==> config.mk <==
export PLATFORM = sky130hd
export DESIGN_NAME = bitfield_unit
export DESIGN_NICKNAME = d
export VERILOG_FILES = /design/src/rtl/bfu_pkg.sv /design/src/rtl/bfu_funnel.sv /design/src/rtl/bfu_extract.sv /design/src/rtl/bfu_insert.sv /design/src/rtl/bitfield_unit.sv
export SDC_FILE = /design/constraint.sdc
export NUM_CORES = 1
export LEC_CHECK = 0
export ABC_AREA = 1
export CORE_MARGIN = 3
export CORE_UTILIZATION = 59
export CTS_CLUSTER_SIZE = 10
export DETAILED_ROUTE_END_ITERATION = 12
export PLACE_DENSITY = 0.85
export SKIP_LAST_GASP = 1
export SLEW_MARGIN = 10
export SYNTH_ARGS = -nofsm -noshare
export SYNTH_HDL_FRONTEND = slang
export SYNTH_HIERARCHICAL = 1
export SYNTH_SLANG_ARGS = --single-unit
==> constraint.sdc <==
create_clock -name clk -period 4.7 [get_ports clk]
set_input_delay 0.705 -clock clk [delete_from_list [all_inputs] [get_ports clk]]
set_output_delay 0.705 -clock clk [all_outputs]
set_load 0.05 [all_outputs]
==> src/rtl/bfu_pkg.sv <==
package bfu_pkg;
    localparam int DATA_W = 32;

    typedef enum logic [1:0] {
        OP_DEXT = 2'd0,
        OP_SEXT = 2'd1,
        OP_UEXT = 2'd2,
        OP_INS  = 2'd3
    } bf_op_e;

    typedef enum logic {
        ST_IDLE   = 1'b0,
        ST_RESULT = 1'b1
    } bf_state_e;
endpackage

==> src/rtl/bfu_funnel.sv <==
module bfu_funnel #(
    parameter int DW = 32,
    localparam int PW = $clog2(DW)
) (
    input  logic [DW-1:0] hi,
    input  logic [DW-1:0] lo,
    input  logic [PW-1:0] sh,
    output logic [DW-1:0] y
);
    logic [2*DW-1:0] joined;

    // Left shift of the double word; the upper half is the window.
    // Shift 0 yields hi directly, with no full-width right shift.
    always_comb begin
        joined = {hi, lo} << sh;
        y      = joined[2*DW-1:DW];
    end
endmodule

==> src/rtl/bfu_extract.sv <==
module bfu_extract #(
    parameter int DW = 32,
    localparam int PW = $clog2(DW),
    localparam int EW = PW + 1
) (
    input  logic [DW-1:0] a,
    input  logic [PW-1:0] pos,
    input  logic [PW-1:0] wid,
    input  logic          sign_ext,
    output logic [DW-1:0] y
);
    logic [EW-1:0] room;
    logic [EW-1:0] eff;
    logic [DW-1:0] shifted;
    logic [DW-1:0] keep;
    logic [PW-1:0] top_idx;
    logic          fill;

    always_comb begin
        room    = EW'(DW) - EW'(pos);
        eff     = (EW'(wid) > room) ? room : EW'(wid);
        shifted = a >> pos;
        keep    = ~({DW{1'b1}} << eff);
        top_idx = PW'(eff - EW'(1));
        fill    = sign_ext && (eff != '0) && shifted[top_idx];
        y       = (shifted & keep) | (fill ? ~keep : '0);
    end
endmodule

==> src/rtl/bfu_insert.sv <==
module bfu_insert #(
    parameter int DW = 32,
    localparam int PW = $clog2(DW)
) (
    input  logic [DW-1:0] a,
    input  logic [DW-1:0] b,
    input  logic [PW-1:0] pos,
    input  logic [PW-1:0] wid,
    output logic [DW-1:0] y
);
    logic [DW-1:0] field_mask;

    // Bits pushed past the top by the position shift are lost,
    // which truncates the field at the most significant bit.
    always_comb begin
        field_mask = (~({DW{1'b1}} << wid)) << pos;
        y          = (a & ~field_mask) | ((b << pos) & field_mask);
    end
endmodule

==> src/rtl/bitfield_unit.sv <==
module bitfield_unit
    import bfu_pkg::*;
#(
    parameter int DW = DATA_W,
    localparam int PW = $clog2(DW)
) (
    input  logic          clk,
    input  logic          rst,
    input  logic          start,
    input  logic [1:0]    op,
    input  logic [DW-1:0] opa,
    input  logic [DW-1:0] opb,
    input  logic [DW-1:0] pos_in,
    input  logic [DW-1:0] wid_in,
    output logic [DW-1:0] result,
    output logic          done
);
    bf_state_e     st_q, st_nxt;
    bf_op_e        op_sel;
    logic [PW-1:0] pos_m, wid_m;
    logic [DW-1:0] y_dext, y_ext, y_ins, y_sel;
    logic [DW-1:0] res_q;

    // only the low bits of the position and width operands count
    assign pos_m  = pos_in[PW-1:0];
    assign wid_m  = wid_in[PW-1:0];
    assign op_sel = bf_op_e'(op);

    bfu_funnel #(.DW(DW)) u_funnel (
        .hi(opa), .lo(opb), .sh(pos_m), .y(y_dext)
    );

    bfu_extract #(.DW(DW)) u_extract (
        .a(opa), .pos(pos_m), .wid(wid_m),
        .sign_ext(op_sel == OP_SEXT), .y(y_ext)
    );

    bfu_insert #(.DW(DW)) u_insert (
        .a(opa), .b(opb), .pos(pos_m), .wid(wid_m), .y(y_ins)
    );

    // operation select
    always_comb begin
        unique case (op_sel)
            OP_DEXT: y_sel = y_dext;
            OP_SEXT,
            OP_UEXT: y_sel = y_ext;
            OP_INS:  y_sel = y_ins;
            default: y_sel = '0;
        endcase
    end

    // State register
    always_ff @(posedge clk) begin
        if (rst) st_q <= ST_IDLE;
        else     st_q <= st_nxt;
    end

    // Transitions: wait, launch, chain, retire
    always_comb begin
        st_nxt = st_q;
        unique case (st_q)
            ST_IDLE:   st_nxt = start ? ST_RESULT : ST_IDLE;
            ST_RESULT: st_nxt = start ? ST_RESULT : ST_IDLE;
            default:   st_nxt = ST_IDLE;
        endcase
    end

    // Output process
    always_ff @(posedge clk) begin
        if (rst)        res_q <= '0;
        else if (start) res_q <= y_sel;
    end

    assign result = res_q;
    assign done   = (st_q == ST_RESULT);

    a_r11_done_after_start: assert property (@(posedge clk) disable iff (rst)
        start |=> done);
    a_r11_idle_clears_done: assert property (@(posedge clk) disable iff (rst)
        !start |=> !done);
    a_r11_result_holds: assert property (@(posedge clk) disable iff (rst)
        !start |=> $stable(result));
    a_r4_pos_zero: assert property (@(posedge clk) disable iff (rst)
        (start && op == 2'd0 && pos_in[PW-1:0] == '0) |=> result == $past(opa));
    a_r6_zero_width_extract: assert property (@(posedge clk) disable iff (rst)
        (start && (op == 2'd1 || op == 2'd2) && wid_in[PW-1:0] == '0) |=> result == '0);
    a_r10_zero_width_insert: assert property (@(posedge clk) disable iff (rst)
        (start && op == 2'd3 && wid_in[PW-1:0] == '0) |=> result == $past(opa));
    a_r12_reset_clears: assert property (@(posedge clk)
        rst |=> (result == '0 && !done));
endmodule

Word-level counts from Yosys, hierarchy flattened
Cells that the tools add are included.
{"block": "word_totals", "ff_bits": 33, "word_cells": 35, "in_bits": 133}
{"block": "op_classes", "n_addsub": 2, "bitwise_logic": 9, "n_lt_le_gt_ge": 2, "reduce_logical": 5, "n_eq_ne": 3, "n_mux": 6, "shifts": 6}
{"operator": "inverter 32 bit", "count": 4}
{"operator": "bitwise AND 32 bit", "count": 3}
{"operator": "one-hot mux 32 bit (3 select lines)", "count": 1}
{"operator": "OR 32 bit", "count": 2}
{"operator": "<< shifter 32 x 5 -> 32 bit", "count": 2}
{"operator": "<< shifter 64 x 5 -> 64 bit", "count": 1}
{"operator": "2-to-1 mux 32 bit", "count": 1}
{"operator": "<< shifter 32 x 5 -> 32 bit, first input constant", "count": 1}
{"operator": "<< shifter 32 x 6 -> 32 bit, first input constant", "count": 1}
{"operator": ">> shifter 32 x 5 -> 32 bit", "count": 1}
{"operator": "> comparator 5 x 6 -> 1 bit", "count": 1}
{"operator": "less-than comparator 5 x 6 -> 1 bit, second input constant", "count": 1}
{"operator": "2-to-1 mux 6 bit", "count": 1}
{"operator": "nonzero test 6 bit", "count": 1}
{"operator": "subtractor 6 x 5 -> 6 bit, first input constant", "count": 1}
{"operator": "binary-select mux 1 bit (select 5 bit)", "count": 1}
{"operator": "subtractor 5 x 1 -> 5 bit, second input constant", "count": 1}
{"operator": "equality test 2 bit, second input constant", "count": 2}
{"operator": "equality test 2 x 1 -> 1 bit, second input constant", "count": 1}
{"operator": "logical AND 1 bit", "count": 2}
{"operator": "logical NOT 2 bit", "count": 1}
{"operator": "2-to-1 mux 1 bit", "count": 2}
{"operator": "OR reduction 2 bit", "count": 1}

Depth between registers and ports, before layout
{"block": "depth", "depth_word": 10, "depth_mapped": 30, "depth_no_buf": 26}

Modules after synthesis
Netlist, hierarchy kept.
{"module": "bfu_insert", "seq_area_each_um2": 0.0, "cells_each": 863, "n_inst": 1, "area_per_inst_um2": 3925.0}
{"module": "bfu_extract", "seq_area_each_um2": 0.0, "cells_each": 696, "n_inst": 1, "area_per_inst_um2": 3404.5}
{"module": "bfu_funnel", "seq_area_each_um2": 0.0, "cells_each": 639, "n_inst": 1, "area_per_inst_um2": 2965.3}
{"module": "bitfield_unit", "seq_area_each_um2": 660.6, "cells_each": 288, "n_inst": 1, "area_per_inst_um2": 2093.3}

Least setup slack after synthesis
OpenSTA, ideal clock, no wires.
{"block": "synth_path", "path_type": "input to register", "from": "input pos_in[1]", "to": "register res_q[17] (netlist: result[17])", "cell_stages": 30, "n_path_buf": 5, "setup_slack_ps": 794, "setup_ps": 67, "required_ps": 4633, "t_arrival_ps": 3839, "path_cell_list": "buf_4 inv_2 buf_2 buf_2 ha_1 nand3_1 xor2_1 ha_1 nand2_2 nor2_2 nand4_2 nand3_4 nand2_8 nand2_4 nand2_8 nand2_4 buf_8 nand2_2 nand2_4 nand3_1 nand3_1 nand2_1 nand2_2 buf_6 nand4_1 nand2_1 nand2_1 nand2_1 nand2_1 a21oi_2"}
{"block": "synth_via", "elab_chain_cells": 10, "word_cells_on_any_way": 24, "classes_between": "add/sub (2); order compare (1); shift (5); mux (5); bitwise (8); reduce/logical (3)"}
{"item": "start: declaration", "line_no": "bitfield_unit.sv:13", "rtl": "input logic [DW-1:0] pos_in,"}
{"item": "subtractor 6 x 5 -> 6 bit", "line_no": "bfu_extract.sv:20", "rtl": "room = EW'(DW) - EW'(pos);"}
{"item": "> comparator 5 x 6 -> 1 bit", "line_no": "bfu_extract.sv:21", "rtl": "eff = (EW'(wid) > room) ? room : EW'(wid);"}
{"item": "2-to-1 mux 6 bit", "line_no": "bfu_extract.sv:21"}
{"item": "subtractor 5 x 1 -> 5 bit", "line_no": "bfu_extract.sv:24", "rtl": "top_idx = PW'(eff - EW'(1));"}
{"item": "binary-select mux 1 bit (select 5 bit)", "line_no": "bfu_extract.sv:25", "rtl": "fill = sign_ext && (eff != '0) && shifted[top_idx];"}
{"item": "2-to-1 mux 1 bit (not written as such)", "line_no": "bfu_extract.sv:25"}
{"item": "logical AND 1 bit", "line_no": "bfu_extract.sv:25"}
{"item": "2-to-1 mux 32 bit", "line_no": "bfu_extract.sv:26", "rtl": "y = (shifted & keep) | (fill ? ~keep : '0);"}
{"item": "OR 32 bit (*)", "line_no": "bfu_extract.sv:26"}
{"item": "net y_ext[17]", "line_no": "bitfield_unit.sv:21", "rtl": "logic [DW-1:0] y_dext, y_ext, y_ins, y_sel;"}
{"item": "one-hot mux 32 bit (3 select lines) (*)", "line_no": "bitfield_unit.sv:44", "rtl": "unique case (op_sel)"}
{"item": "end signal: assignment", "line_no": "bitfield_unit.sv:72", "rtl": "else if (start) res_q <= y_sel;"}
{"item": "end: declaration", "line_no": "bitfield_unit.sv:22", "rtl": "logic [DW-1:0] res_q;"}
The timed path passes the listed nets; every way through them passes the cells marked *. The select of a mux whose other input is x is not followed.
A chain may end at the register's enable or synchronous reset.

Worst setup path after layout
{"block": "layout_path", "from": "input pos_in[1]", "to": "register res_q[6] (netlist: result[6])"}
The elaborated chain is that of the path after synthesis.

==> flow_summary.html <==
<table>
<tr><th>Metric</th><th>Value</th></tr>
<tr><th colspan="2">Run status</th></tr>
<tr><td>Result of the run</td><td>finished clean</td></tr>
<tr><th colspan="2">Logic synthesis</th></tr>
<tr><td>Net count after synthesis</td><td>between 2,000 and 3,000</td></tr>
<tr><td>Library cell occupying the most area in the post-synthesis netlist</td><td>sky130_fd_sc_hd__nand3_1</td></tr>
<tr><td>Synthesized flop and latch total</td><td>33</td></tr>
<tr><td>Post-synthesis cell area</td><td>approximately 12,000 um^2</td></tr>
<tr><td>Avg Synthesized Cell Area</td><td>about 5 um^2</td></tr>
<tr><td>Number of distinct standard cells referenced by the synthesized netlist</td><td>just under 50</td></tr>
<tr><td>Instance count of the mapped netlist</td><td>around 2,500</td></tr>
<tr><td>Number of warning messages in the yosys log</td><td>6</td></tr>
<tr><td>Seq/Total Area, Yosys</td><td>under 10%</td></tr>
<tr><td>Cells taking the most area after synthesis</td><td>sky130_fd_sc_hd__nand3_1, sky130_fd_sc_hd__nand2_1, sky130_fd_sc_hd__dfxtp_1</td></tr>
<tr><td>Area share of the largest cell type after synthesis</td><td>between 30% and 40%</td></tr>
<tr><th colspan="2">Floorplanning</th></tr>
<tr><td>Chip Height</td><td>150.9 um</td></tr>
<tr><td>Std-Cell Rows</td><td>52</td></tr>
<tr><td>Die width</td><td>around 150 um</td></tr>
<tr><td>Die ar.</td><td>about 23,000 um^2</td></tr>
<tr><td>Core outline area</td><td>roughly 20,000 um^2</td></tr>
<tr><td>Effective utilization at floorplan</td><td>about three fifths</td></tr>
<tr><td>Number of ports placed on the die boundary</td><td>roughly 170</td></tr>
<tr><th colspan="2">STA</th></tr>
<tr><td>Number of hold violations in the final report</td><td>0</td></tr>
<tr><td>Worst-case setup margin in the final layout</td><td>0.4120 ns</td></tr>
<tr><td>Final setup violation count</td><td>0</td></tr>
<tr><td>Min Clock Period, post-route</td><td>around 4.3 ns</td></tr>
<tr><td>Headroom to the max-slew limit</td><td>27.99%</td></tr>
<tr><td>Pin slew with the least headroom to its limit</td><td>approximately 1.1 ns</td></tr>
<tr><td>Final sum of negative setup slack</td><td>0 ns</td></tr>
<tr><td>Crit share post-route</td><td>between 90% and 100%</td></tr>
<tr><td>Unrepaired setup endpoints after global routing</td><td>false</td></tr>
<tr><td>Layout Skew</td><td>0 ns</td></tr>
<tr><td>Max Clock Freq</td><td>233.2 MHz</td></tr>
<tr><td>Final-report max-slew violation count</td><td>0</td></tr>
<tr><th colspan="2">Critical path</th></tr>
<tr><td>Crit Path Class</td><td>input pin to flip-flop</td></tr>
<tr><td>Arrival time reported for the critical path endpoint</td><td>approximately 4.5 ns</td></tr>
<tr><td>Maximum fanout encountered on the critical timing path</td><td>31</td></tr>
<tr><td>CP startpoint kind</td><td>input pin</td></tr>
<tr><td>Most used cell, CP</td><td>sky130_fd_sc_hd__nand2_1</td></tr>
<tr><td>Delay of the slowest cell on the worst path</td><td>between 0.4 and 0.5 ns</td></tr>
<tr><td>Buffering stage count on the worst path with inverters included</td><td>6</td></tr>
<tr><td>Critical Path End Type</td><td>flip-flop</td></tr>
<tr><td>Worst endpoint required time</td><td>4.90 ns</td></tr>
<tr><td>Cell at the slowest stage of the critical path</td><td>sky130_fd_sc_hd__nand2_2</td></tr>
<tr><td>Cell class contributing the biggest share of worst-path delay</td><td>simple AND/OR/NAND/NOR gates</td></tr>
<tr><th colspan="2">Finish</th></tr>
<tr><td>Fraction of final layout cells with drive strength greater than 1</td><td>7.620%</td></tr>
<tr><td>Layout Area Growth over Synthesis</td><td>6.353%</td></tr>
<tr><td>Final Core Density</td><td>between 60 and 70%</td></tr>
<tr><td>Number of fillers in the final layout</td><td>2,122</td></tr>
<tr><td>Area occupied by multi-input gates</td><td>between 10,000 and 15,000 um^2</td></tr>
<tr><td>Register area</td><td>~660 um^2</td></tr>
<tr><td>Ant diodes</td><td>0</td></tr>
<tr><td>Final nets</td><td>2,595</td></tr>
<tr><th colspan="2">Power and ir drop</th></tr>
<tr><td>Net switching fraction of the power</td><td>a little under 60%</td></tr>
<tr><td>Static Leak</td><td>between 0.006 and 0.007 uW</td></tr>
<tr><td>Peak supply drop</td><td>between 0.00015 and 0.0002 V</td></tr>
<tr><td>Proportion of power drawn by flip-flops and latches</td><td>12.4%</td></tr>
<tr><td>Net switching power of the design</td><td>1485 uW</td></tr>
<tr><td>Relative contribution of combinational cells to total power</td><td>between 70% and 80%</td></tr>
<tr><td>Power Dens Cells</td><td>about 190 nW/um^2</td></tr>
<tr><td>Clock share of power</td><td>12.4%</td></tr>
<tr><td>Cell internal power dissipation</td><td>around 1100 uW</td></tr>
<tr><th colspan="2">Global route</th></tr>
<tr><td>Most crowded layer after global routing</td><td>met2</td></tr>
<tr><td>Number of global-route vias before repair</td><td>roughly 15,000</td></tr>
<tr><td>GRT Total Usage</td><td>approximately 44%</td></tr>
<tr><td>Met2 usage</td><td>~67%</td></tr>
<tr><td>Global-route wire length before repair</td><td>80.03 mm</td></tr>
<tr><td>Met1 track demand over resource</td><td>58.74%</td></tr>
<tr><td>Overflow after GRT</td><td>0</td></tr>
<tr><td>Met3 Track Usage GR</td><td>around 7.0%</td></tr>
<tr><td>Antenna violations before repair</td><td>1</td></tr>
<tr><td>Pin count of the biggest net entering global routing</td><td>roughly 160</td></tr>
<tr><th colspan="2">Clock tree</th></tr>
<tr><td>Clock latency of the later-clocked register in the worst-skew pair</td><td>0.27 ns</td></tr>
<tr><td>Total number of clock tree sinks</td><td>33</td></tr>
<tr><td>Worst-case clock buffer depth</td><td>2</td></tr>
<tr><td>Clock tree from TritonCTS</td><td>done</td></tr>
<tr><td>Hold buffer count at CTS</td><td>0</td></tr>
<tr><td>Clock buffer count from CTS</td><td>5</td></tr>
<tr><td>Number of setup buffers added after CTS</td><td>0</td></tr>
<tr><td>Count of instances resized after the clock tree is built</td><td>0</td></tr>
<tr><td>Buffer cell driving the clock tree root</td><td>sky130_fd_sc_hd__clkbuf_16</td></tr>
<tr><td>Clock-pin slew on the worst setup and hold paths</td><td>around 0.05 ns</td></tr>
<tr><td>H-tree depth reported by CTS</td><td>2</td></tr>
<tr><th colspan="2">Drt</th></tr>
<tr><td>Routed Antenna Nets</td><td>0</td></tr>
<tr><td>Initial drt markers</td><td>around 3,000</td></tr>
<tr><td>DR vias</td><td>between 15,000 and 20,000</td></tr>
<tr><td>Total iterations of the first detailed-routing run</td><td>7</td></tr>
<tr><td>Number of vias per cell</td><td>approximately 6.5</td></tr>
<tr><td>Routed wire length</td><td>about 53 mm</td></tr>
<tr><td>DRC Markers</td><td>0</td></tr>
<tr><td>Routed len/inst</td><td>19.40 um</td></tr>
<tr><th colspan="2">Placement</th></tr>
<tr><td>Post-detail-place hpwl</td><td>~39 mm</td></tr>
<tr><td>Final estimated routing congestion in global placement</td><td>1.051</td></tr>
<tr><td>Count of input and output buffers</td><td>111</td></tr>
<tr><td>Setup slack after placement</td><td>between 0.2 and 0.3 ns</td></tr>
<tr><th colspan="2">Min path</th></tr>
<tr><td>Worst min path class</td><td>flip-flop to flip-flop</td></tr>
<tr><th colspan="2">Flow run</th></tr>
<tr><td>Number of violations of the max-capacitance limit</td><td>0</td></tr>
</table>
==> power groups by stage <==
stage | Combinational (uW) | Clock [uW] | Sequential (uW)
finish | 1930 | 318 | 318
floorplan | 1310 | 0 | 400
global placement | 1820 | 0 | 321
global route | 2080 | 326 | 319
detailed placement | 1850 | 0 | 322
CTS | 1850 | 317 | 317
==> metrics by stage <==
step,total power [uW],instance area (um^2),hold slack [ns],cells
finish,2567,13180,0.5366,2724
global placement,2145,13030,0.5113,2717
global route,2727,13180,0.5536,2724
floorplan,1710,12390,0.7306,2486
detailed placement,2168,13030,0.5217,2717
CTS,2489,13180,0.5356,2724
==> final timing paths <==
path	from	endpoint	slack [ns]	cells after the start
worst max register to register	result[5]	result[5]	3.94	2
worst min register to register	result[3]	result[3]	0.54	2
worst max-delay path	pos_in[1]	result[6]	0.41	26
worst min-delay path	result[3]	result[3]	0.54	2
==> Yosys cell counts, drive strengths merged <==
cell,count
dlygate4sd1,1
dfxtp,33
nand2,963
and3,1
mux2i,2
nand3,792
nor2,72
or2,17
nor4,1
buf,147
nand4,48
o22ai,2
o21ai,126
a21boi,2
xnor2,1
a22oi,1
a21oi,83
xor2,1
clkbuf,41
a211oi,1
ha,8
inv,116
o211ai,22
o21bai,1
nor3,3
o31ai,1
==> worst register-to-register path, cell delays in order, from the launching register on <==
cell and delay (ns):
sky130_fd_sc_hd__dfxtp_1 0.32, sky130_fd_sc_hd__o21ai_0 0.27, sky130_fd_sc_hd__a21oi_2 0.04
==> cell usage in the layout (no fill, tap or decap), drive strengths merged <==
cell type | netlist | final
a211oi | 1 | 1
a21boi | 2 | 2
a21oi | 83 | 83
a22oi | 1 | 1
and3 | 1 | 1
buf | 147 | 44
clkbuf | 41 | 7
clkdlybuf4s50 | 0 | 106
clkinv | 0 | 1
dfxtp | 33 | 33
ha | 8 | 8
inv | 116 | 115
mux2i | 2 | 2
nand2 | 963 | 963
nand3 | 792 | 792
nand4 | 48 | 48
nor2 | 72 | 72
nor3 | 3 | 3
nor4 | 1 | 1
o211ai | 22 | 22
o21ai | 126 | 126
o21bai | 1 | 1
o22ai | 2 | 2
o31ai | 1 | 1
or2 | 17 | 17
xnor2 | 1 | 1
xor2 | 1 | 1
==> sequential cells by signal (all words and copies together) (netlist names) <==
register,cells
done,1
result,32
==> logic make-up after synthesis <==
kind of cell	after synthesis	share of synthesized area [%]
buf+inv	305	12.52
simple gates	1897	68.84
fa+ha+maj	8	0.8080
xor+xnor	2	0.1414
compound gates	239	12.19
flops	33	5.333
mux	2	0.1616
==> area by class of cell <==
| class | instances | share of cell area (%) |
|---|---|---|
| Timing Repair Buffer | 150 | 10.73 |
| Sequential cell | 33 | 5.014 |
| Tap cell | 270 | 2.564 |
| Multi-Input combinational cell | 2148 | 77.27 |
| Inverter | 116 | 3.343 |
| Clock buffer | 7 | 1.083 |
==> layer usage <==
layer,part of all wire [%],routed length [um],vias up
li1,-,-,8308
met1,38,20240,7816
met2,42,21940,1364
met3,13,6791,240
met4,7.3,3855,2
met5,0.023,12,-
No activity file was read; power rests on OpenSTA's default activity.
